===== config.mk =====
export PLATFORM = sky130hd
export DESIGN_NAME = ddr2_refresh_sched
export DESIGN_NICKNAME = d
export VERILOG_FILES = /design/src/rtl/ddr2_ref_pkg.sv /design/src/rtl/ref_rst_sync.sv /design/src/rtl/ref_interval_timer.sv /design/src/rtl/ref_credit_ctr.sv /design/src/rtl/ref_cmd_fsm.sv /design/src/rtl/ddr2_refresh_sched.sv
export SDC_FILE = /design/constraint.sdc
export NUM_CORES = 1
export LEC_CHECK = 0
export BUFFER_PORTS_ARGS = -buffer_cell sky130_fd_sc_hd__buf_2
export CAP_MARGIN = 15
export CORE_ASPECT_RATIO = 1.2
export CORE_MARGIN = 2
export CORE_UTILIZATION = 64
export CTS_CLUSTER_SIZE = 20
export DETAILED_ROUTE_END_ITERATION = 10
export MAX_ROUTING_LAYER = met4
export PLACE_DENSITY = 0.89
export SLEW_MARGIN = 40
export SYNTH_ARGS = -nofsm -noshare
export SYNTH_HDL_FRONTEND = slang
export SYNTH_HIERARCHICAL = 1
export SYNTH_SLANG_ARGS = --single-unit
export TNS_END_PERCENT = 30

===== constraint.sdc =====
create_clock -name clk -period 1.6 [get_ports clk]
set_clock_uncertainty 0.15 [all_clocks]
set_input_delay 0.32 -clock clk [delete_from_list [all_inputs] [get_ports clk]]
set_output_delay 0.32 -clock clk [all_outputs]
set_load 0.005 [all_outputs]

===== src/rtl/ddr2_ref_pkg.sv =====
package ddr2_ref_pkg;

  typedef enum logic [1:0] {
    ST_IDLE,
    ST_PRE,
    ST_WAIT,
    ST_REF
  } ref_state_e;

  function automatic int ceil_div(input int num, input int den);
    return (num + den - 1) / den;
  endfunction

endpackage


===== src/rtl/ref_rst_sync.sv =====
module ref_rst_sync #(
  parameter int STAGES = 2
) (
  input  logic clk,
  input  logic arst_n,
  output logic srst_n
);

  logic [STAGES-1:0] sync_q;

  always_ff @(posedge clk or negedge arst_n) begin
    if (!arst_n) sync_q <= '0;
    else         sync_q <= {sync_q[STAGES-2:0], 1'b1};
  end

  assign srst_n = sync_q[STAGES-1];

endmodule


===== src/rtl/ref_interval_timer.sv =====
module ref_interval_timer #(
  parameter int CW       = 10,
  parameter int LIM_NORM = 975,
  parameter int LIM_HOT  = 488
) (
  input  logic clk,
  input  logic rst_n,
  input  logic hot,
  output logic tick
);

  logic [CW-1:0] cnt_q, cnt_d, last_val;

  // a counter already past a shortened limit wraps at once
  always_comb begin
    last_val = hot ? CW'(LIM_HOT - 1) : CW'(LIM_NORM - 1);
    tick     = (cnt_q >= last_val);
    cnt_d    = tick ? '0 : cnt_q + CW'(1);
  end

  always_ff @(posedge clk or negedge rst_n) begin
    if (!rst_n) cnt_q <= '0;
    else        cnt_q <= cnt_d;
  end

endmodule


===== src/rtl/ref_credit_ctr.sv =====
module ref_credit_ctr #(
  parameter int MAXC = 8,
  parameter int KW   = 4
) (
  input  logic          clk,
  input  logic          rst_n,
  input  logic          tick,
  input  logic          take,
  output logic [KW-1:0] credit,
  output logic          avail,
  output logic          full
);

  logic [KW-1:0] cred_q, cred_d;
  logic          cred_en;

  assign avail  = (cred_q != '0);
  assign full   = (cred_q == KW'(MAXC));
  assign credit = cred_q;

  always_comb begin
    cred_d  = cred_q;
    cred_en = 1'b0;
    unique case ({tick, take})
      2'b10: if (!full) begin
        cred_d  = cred_q + KW'(1);
        cred_en = 1'b1;
      end
      2'b01: if (avail) begin
        cred_d  = cred_q - KW'(1);
        cred_en = 1'b1;
      end
      default: ;
    endcase
  end

  always_ff @(posedge clk or negedge rst_n) begin
    if (!rst_n)       cred_q <= '0;
    else if (cred_en) cred_q <= cred_d;
  end

endmodule


===== src/rtl/ref_cmd_fsm.sv =====
module ref_cmd_fsm
  import ddr2_ref_pkg::*;
#(
  parameter int TW = 5
) (
  input  logic          clk,
  input  logic          rst_n,
  input  logic          avail,
  input  logic          full,
  input  logic          busy,
  input  logic          grant,
  input  logic [TW-1:0] trp,
  output logic          pre_req,
  output logic          ref_req,
  output logic          in_wait,
  output logic          take
);

  ref_state_e    state_q, state_d;
  logic [TW-1:0] wcnt_q, wcnt_d;
  logic          wcnt_en;

  always_comb begin
    state_d = state_q;
    wcnt_d  = wcnt_q;
    wcnt_en = 1'b0;
    unique case (state_q)
      ST_IDLE: if (avail && (!busy || full)) state_d = ST_PRE;
      ST_PRE: if (grant) begin
        if (trp == '0) begin
          state_d = ST_REF;
        end else begin
          state_d = ST_WAIT;
          wcnt_d  = trp;
          wcnt_en = 1'b1;
        end
      end
      // trp cycles here plus the grant cycle give trp + 1
      ST_WAIT: if (wcnt_q == TW'(1)) begin
        state_d = ST_REF;
      end else begin
        wcnt_d  = wcnt_q - TW'(1);
        wcnt_en = 1'b1;
      end
      ST_REF: if (grant) state_d = ST_IDLE;
      default: state_d = ST_IDLE;
    endcase
  end

  always_ff @(posedge clk or negedge rst_n) begin
    if (!rst_n) state_q <= ST_IDLE;
    else        state_q <= state_d;
  end

  always_ff @(posedge clk or negedge rst_n) begin
    if (!rst_n)       wcnt_q <= '0;
    else if (wcnt_en) wcnt_q <= wcnt_d;
  end

  assign pre_req = (state_q == ST_PRE);
  assign ref_req = (state_q == ST_REF);
  assign in_wait = (state_q == ST_WAIT);
  assign take    = ref_req && grant;

endmodule


===== src/rtl/ddr2_refresh_sched.sv =====
module ddr2_refresh_sched
  import ddr2_ref_pkg::*;
#(
  parameter int TCK_PS        = 8000,
  parameter int TREFI_NORM_PS = 7_800_000,
  parameter int TREFI_HOT_PS  = 3_900_000,
  parameter int MAX_CREDIT    = 8,
  parameter int TRP_W         = 5,
  parameter int RST_STAGES    = 2
) (
  input  logic             clk,
  input  logic             rst_n,
  input  logic             hot_i,
  input  logic             busy_i,
  input  logic             grant_i,
  input  logic [TRP_W-1:0] trp_cycles_i,
  output logic             pre_all_req_o,
  output logic             ref_req_o
);

  localparam int LIM_NORM = ceil_div(TREFI_NORM_PS, TCK_PS);
  localparam int LIM_HOT  = ceil_div(TREFI_HOT_PS, TCK_PS);
  localparam int LIM_MAX  = (LIM_NORM > LIM_HOT) ? LIM_NORM : LIM_HOT;
  localparam int CNT_W    = $clog2(LIM_MAX + 1);
  localparam int KW       = $clog2(MAX_CREDIT + 1);

  logic          rst_sync_n;
  logic          tick, take, avail, full, wait_st;
  logic [KW-1:0] credit_q;

  ref_rst_sync #(.STAGES(RST_STAGES)) u_rst (
    .clk    (clk),
    .arst_n (rst_n),
    .srst_n (rst_sync_n)
  );

  ref_interval_timer #(
    .CW       (CNT_W),
    .LIM_NORM (LIM_NORM),
    .LIM_HOT  (LIM_HOT)
  ) u_timer (
    .clk   (clk),
    .rst_n (rst_sync_n),
    .hot   (hot_i),
    .tick  (tick)
  );

  ref_credit_ctr #(.MAXC(MAX_CREDIT), .KW(KW)) u_credit (
    .clk    (clk),
    .rst_n  (rst_sync_n),
    .tick   (tick),
    .take   (take),
    .credit (credit_q),
    .avail  (avail),
    .full   (full)
  );

  ref_cmd_fsm #(.TW(TRP_W)) u_fsm (
    .clk     (clk),
    .rst_n   (rst_sync_n),
    .avail   (avail),
    .full    (full),
    .busy    (busy_i),
    .grant   (grant_i),
    .trp     (trp_cycles_i),
    .pre_req (pre_all_req_o),
    .ref_req (ref_req_o),
    .in_wait (wait_st),
    .take    (take)
  );

endmodule


==> summary.md, run 1 <==
| Metric | Value |
|---|---|
| Seq/Total Area, Yosys | `a little over a third` |
| CTS Buf Count | `3` |
| Detail Placement HPWL | `around 3.2 mm` |
| Die width | `~50 um` |
| CTS max path bufs | `2` |
| I/O pin total | `12` |
| Placed cell count | `approximately 240` |
| Synth top area share | `between 30% and 40%` |
| Yosys top cell by area | `dfrtp_1` |
| Initial Util | `between 60% and 70%` |
| Number of enable flip-flop cells after synthesis | `0` |
| Worst ep type | `register input` |
| Seq cells post-synth | `23` |
| Mapped Nets | `around 190` |
| Yosys cell types | `52` |
| Most common cell in the netlist | `dfrtp_1` |
| H-tree depth | `1` |
| Row count | `19` |
| Top cells by count, synth | `dfrtp_1 (23), ha_1 (16), inv_1 (16)` |
| Ys async rst share | `between 90% and 100%` |
| Syn Std Cell Area | `~1600 um2` |
| Syn_area_per_cell | `about 9.9 um2` |
| Die height | `58.74 um` |
| Result of the run | `aborted with a tool error` |
| PortBufs | `11` |
| CTS sink count | `23` |
| DP Area | `2024 um2` |
| Ys flop type | `dfrtp_1` |
| GPL Wtd Cong | `between 0.8 and 0.9` |
| Ys Warns | `6` |
| Stop stage | `5_1_grt` |
| Error msg | `[ERROR DPL-0038] Utilization greater than 100%, impossible to legalize` |
| Cell count after synthesis | `between 150 and 200` |
| Largest net degree at the start of global routing | `15` |
| Grt repair worst endpoint | `u_credit/credit[2]$_DFFE_PN0P_/D` |
| Root buffer cell | `clkbuf_4` |
| Largest cells by area after synthesis | `dfrtp_1 (36%), ha_1 (13%), nor3_1 (4.7%)` |
## stage by stage
step	setup slack (ns)	hold WS, ns	TNS (ns)	util (%)
after global placement	-1.146	-0.04519	-6.898	86.90
after floorplan	-1.115	-0.1256	-5.221	-
after CTS	-1.265	0.07837	-9.492	96.19
after detailed placement	-1.321	-0.04425	-9.547	86.90
## kinds of logic after synthesis
group	Yosys count	share of synthesized area, %
buffers and inverters	20	5.403
other	1	0.2347
flip-flops	23	36.02
AO/OA/AOI/OAI	27	14.57
AND/OR/NAND/NOR	58	21.61
adder cells (fa/ha/maj)	16	12.53
XOR/XNOR	11	6.030
multiplexers	5	3.602
## repair_timing
item,CTS
setup endpoints to repair,23
gates resized for setup,26
pin swaps,10
cloned,1
hold endpoints to repair,9
setup buffers,8
hold buffers,2
==> run 2, diff against run 1 <==
--- a/config.mk
+++ b/config.mk
@@ -7,13 +7,10 @@
 export LEC_CHECK = 0
 export BUFFER_PORTS_ARGS = -buffer_cell sky130_fd_sc_hd__buf_2
 export CAP_MARGIN = 15
-export CORE_ASPECT_RATIO = 1.2
 export CORE_MARGIN = 2
-export CORE_UTILIZATION = 64
-export CTS_CLUSTER_SIZE = 20
+export CORE_UTILIZATION = 40
 export DETAILED_ROUTE_END_ITERATION = 10
-export MAX_ROUTING_LAYER = met4
-export PLACE_DENSITY = 0.89
+export PLACE_DENSITY_LB_ADDON = 0.15
 export SLEW_MARGIN = 40
 export SYNTH_ARGS = -nofsm -noshare
 export SYNTH_HDL_FRONTEND = slang
==> run 2 against run 1 <==
  * The flow now finishes, with violations (setup timing)
  * Synthesized cell count unchanged
  * Synthesized area unchanged
==> summary.md, run 2 <==
| Metric | Value |
|---|---|
| Die width | `67.20 um (+35%)` |
| Detail Placement HPWL | `2.778 mm (-13%)` |
| CP startpoint | `u_timer/cnt_q[5]` |
| Non-filler cells, final | `268` |
| Avg WL per Cell | `between 10 and 15 um` |
| Clock latency on the worst-skew pair | `0.27 ns` |
| Largest net degree at the start of global routing | `19` |
| Count of antenna-violating nets left after detailed routing | `0` |
| Max-cap violations | `0` |
| Seq/Total Area, Yosys | `36.02% (unchanged)` |
| Die Footprint | `between 4000 and 5000 um2` |
| Detailed Routing Iterations Pass 1 | `4` |
| CTS max path bufs | `2 (unchanged)` |
| Most flop-heavy register | `u_timer/cnt_q` |
| Synth top area share | `36.02% (unchanged)` |
| Final net count | `roughly 250` |
| GPL Wtd Cong | `0.8131 (-1.5%)` |
| RSZ-0062 raised after global routing | `true` |
| Top cells by count, synth | `dfrtp_1 (23), ha_1 (16), inv_1 (16)` |
| I/O pin total | `12 (unchanged)` |
| ANT cells | `0` |
| Syn Std Cell Area | `1598 um2 (unchanged)` |
| Kind of critical path | `reg -> reg` |
| Die height | `67.20 um (+14%)` |
| Yosys cell types | `52 (unchanged)` |
| Class of the worst hold path | `reg -> async` |
| GRT Residual Overflow | `0` |
| VDD IR max | `~0.91 mV` |
| Mapped Nets | `187 (unchanged)` |
| Final WL | `3.624 mm` |
| Max FFs per register | `10` |
| Syn_area_per_cell | `9.924 um2 (unchanged)` |
| Post-place setup slack | `-1.260 ns (+0.06078 ns)` |
| Ys async rst share | `100.0% (unchanged)` |
| CP Max Fanout | `6` |
| Fin crit share | `167.8%` |
| Vias in the first global route | `approximately 1400` |
| Number of enable flip-flop cells after synthesis | `0 (unchanged)` |
| Commonest non-fill, non-tap cells in the layout | `buf_4 (40), dfrtp_1 (23), nor3_1 (15), inv_1 (13), buf_2 (11)` |
| Most common cell after layout, fill and taps aside | `buf_4` |
| Internal power | `around 0.0024 W` |
| Finished Core Util | `between 60% and 70%` |
| Row count | `22 (+3)` |
| Fmax | `0.3724 GHz` |
| DR vias/cell | `about 5.2` |
| Final WS setup | `-1.085 ns` |
| Yosys top cell by area | `dfrtp_1` |
| Setup Viol. Count Final | `21` |
| Psw | `around 0.0016 W` |
| Ys flop type | `dfrtp_1` |
| CTS sink count | `23 (unchanged)` |
| Area Growth Syn to Fin | `40.96%` |
| Endpoints failing hold | `0` |
| Initial DRC Count | `44` |
| Initial Util | `42.68% (-26 points)` |
| Clock transition at the registers of the reported paths | `0.08 ns` |
| Switching fraction of total power | `approximately two fifths` |
| Worst hold slack | `between 0.07 and 0.08 ns` |
| Core area | `between 3000 and 4000 um2` |
| Most common cell in the netlist | `dfrtp_1` |
| Gr usage total | `between 10% and 20%` |
| Reg2reg start | `u_timer/cnt_q[5]` |
| First-pass GRT wire length | `6.182 mm` |
| Tmin final | `2.685 ns` |
| Failing checks | `setup timing` |
| Initial antenna violation count | `0` |
| Fraction of layout cells with a size suffix above 1 | `between 40% and 50%` |
| DRC | `0` |
| Root buffer cell | `clkbuf_8` |
| Lkg Pwr | `just over 1 nW` |
| Seq cells post-synth | `23 (unchanged)` |
| H-tree depth | `1 (unchanged)` |
| PortBufs | `11 (unchanged)` |
| Arr. time, crit path | `~2.7 ns` |
| Crit start category | `register` |
| Final Max Tran Viols | `0` |
| CTS Buf Count | `3 (unchanged)` |
| Largest cells by area after synthesis | `dfrtp_1 (36%), ha_1 (13%), nor3_1 (4.7%)` |
| Routed via count | `1393` |
| Pwr per Cell Area | `about 1800 nW/um2` |
| Share of power burned in the clock network | `a little under a tenth` |
| Combinational share of power | `66.2%` |
| Reg power frac | `between 20% and 30%` |
| TritonCTS clock tree | `yes` |
| Ys Warns | `6 (unchanged)` |
| Placed cell count | `256 (+7.1%)` |
| Critical Path RT | `approximately 1.6 ns` |
| Result of the run | `complete, but fails checks` |
| CP Capture Type | `register` |
| Cell count after synthesis | `161 (unchanged)` |
[run 2: cell counts after synthesis]
Identical to the previous run, type by type.
[run 2: area by class of cell]
class,instances,area (um2)
clock buffer,3,41.29
clock inverter,1,5.005
fill,328,1491
inverter,17,71.32
multi-input combinational,118,1067
sequential,23,575.6
tap,48,60.06
timing repair buffer,58,431.7
[run 2: cell families (layout without fill, tap and decap cells)]
logic type | Yosys count | after routing | synth area share [%]
compound gates | 27 | 27 | 14.57
simple gates | 58 | 58 | 21.61
flops | 23 | 23 | 36.02
other cells | 1 | 1 | 0.2347
buf+inv | 20 | 79 | 5.403
mux | 5 | 5 | 3.602
fa+ha+maj | 16 | 16 | 12.53
xor+xnor | 11 | 11 | 6.030
[run 2: critical path: stages (launching register included)]
cell and delay (ns):
dfrtp_1 0.40, ha_1 0.30, and4b_1 0.19, nand3_2 0.07, a311oi_2 0.23, or2_4 0.18
inv_4 0.04, ha_4 0.18, buf_4 0.14, a311oi_4 0.26, o31ai_2 0.13, mux2_4 0.30
[run 2: power groups by stage]
stage | registers, W | logic [W] | clock network [W]
after floorplan | 0.00103 | 0.00124 | 0
after global placement | 0.000974 | 0.00216 | 0
after detailed placement | 0.000981 | 0.00224 | 0
after CTS | 0.000977 | 0.00237 | 0.000386
after global routing | 0.00101 | 0.00287 | 0.000404
final | 0.000976 | 0.00262 | 0.000359
[run 2: path summary, 6_finish.rpt]
kind,endpoint,slack (ns),cells past startpoint
worst max-delay path,u_credit/credit[3],-1.09,11
worst max register to register,u_credit/credit[3],-1.09,11
max in group asynchronous,u_fsm/wcnt_q[0],0.69,1
worst min-delay path,u_timer/cnt_q[9],0.08,1
min in group clk,u_fsm/wcnt_q[4],0.20,3
worst min register to register,u_timer/cnt_q[9],0.08,1
[run 2: stage by stage]
step	setup TNS, ns	total power, W	area (um2)
after global routing	-8.956	0.004282	2252
after floorplan	-5.221	0.002270	1664
after global placement	-7.465	0.003132	2046
after detailed placement	-8.463	0.003225	2046
final	-6.703	0.003954	2252
after CTS	-6.990	0.003728	2165
[run 2: what timing repair did]
item / in CTS / in global routing
hold buffers: 2 / 0
hold endpoints to repair: 5 / 0
setup endpoints to repair: 23 / 23
pin swaps: 3 / 6
setup buffers: 3 / 3
resized for setup: 10 / 12
[run 2: layer usage]
layer	up-vias	GRT usage, %	share of wire (%)	routed length, um
met3	5	3.833	2.5	90
met4	0	4.847	0.72	26
met5	-	0	0	0
met2	15	32.67	53	1919
li1	686	-	-	-
met1	687	21.38	44	1587
No activity file was read; power rests on OpenSTA's default activity.
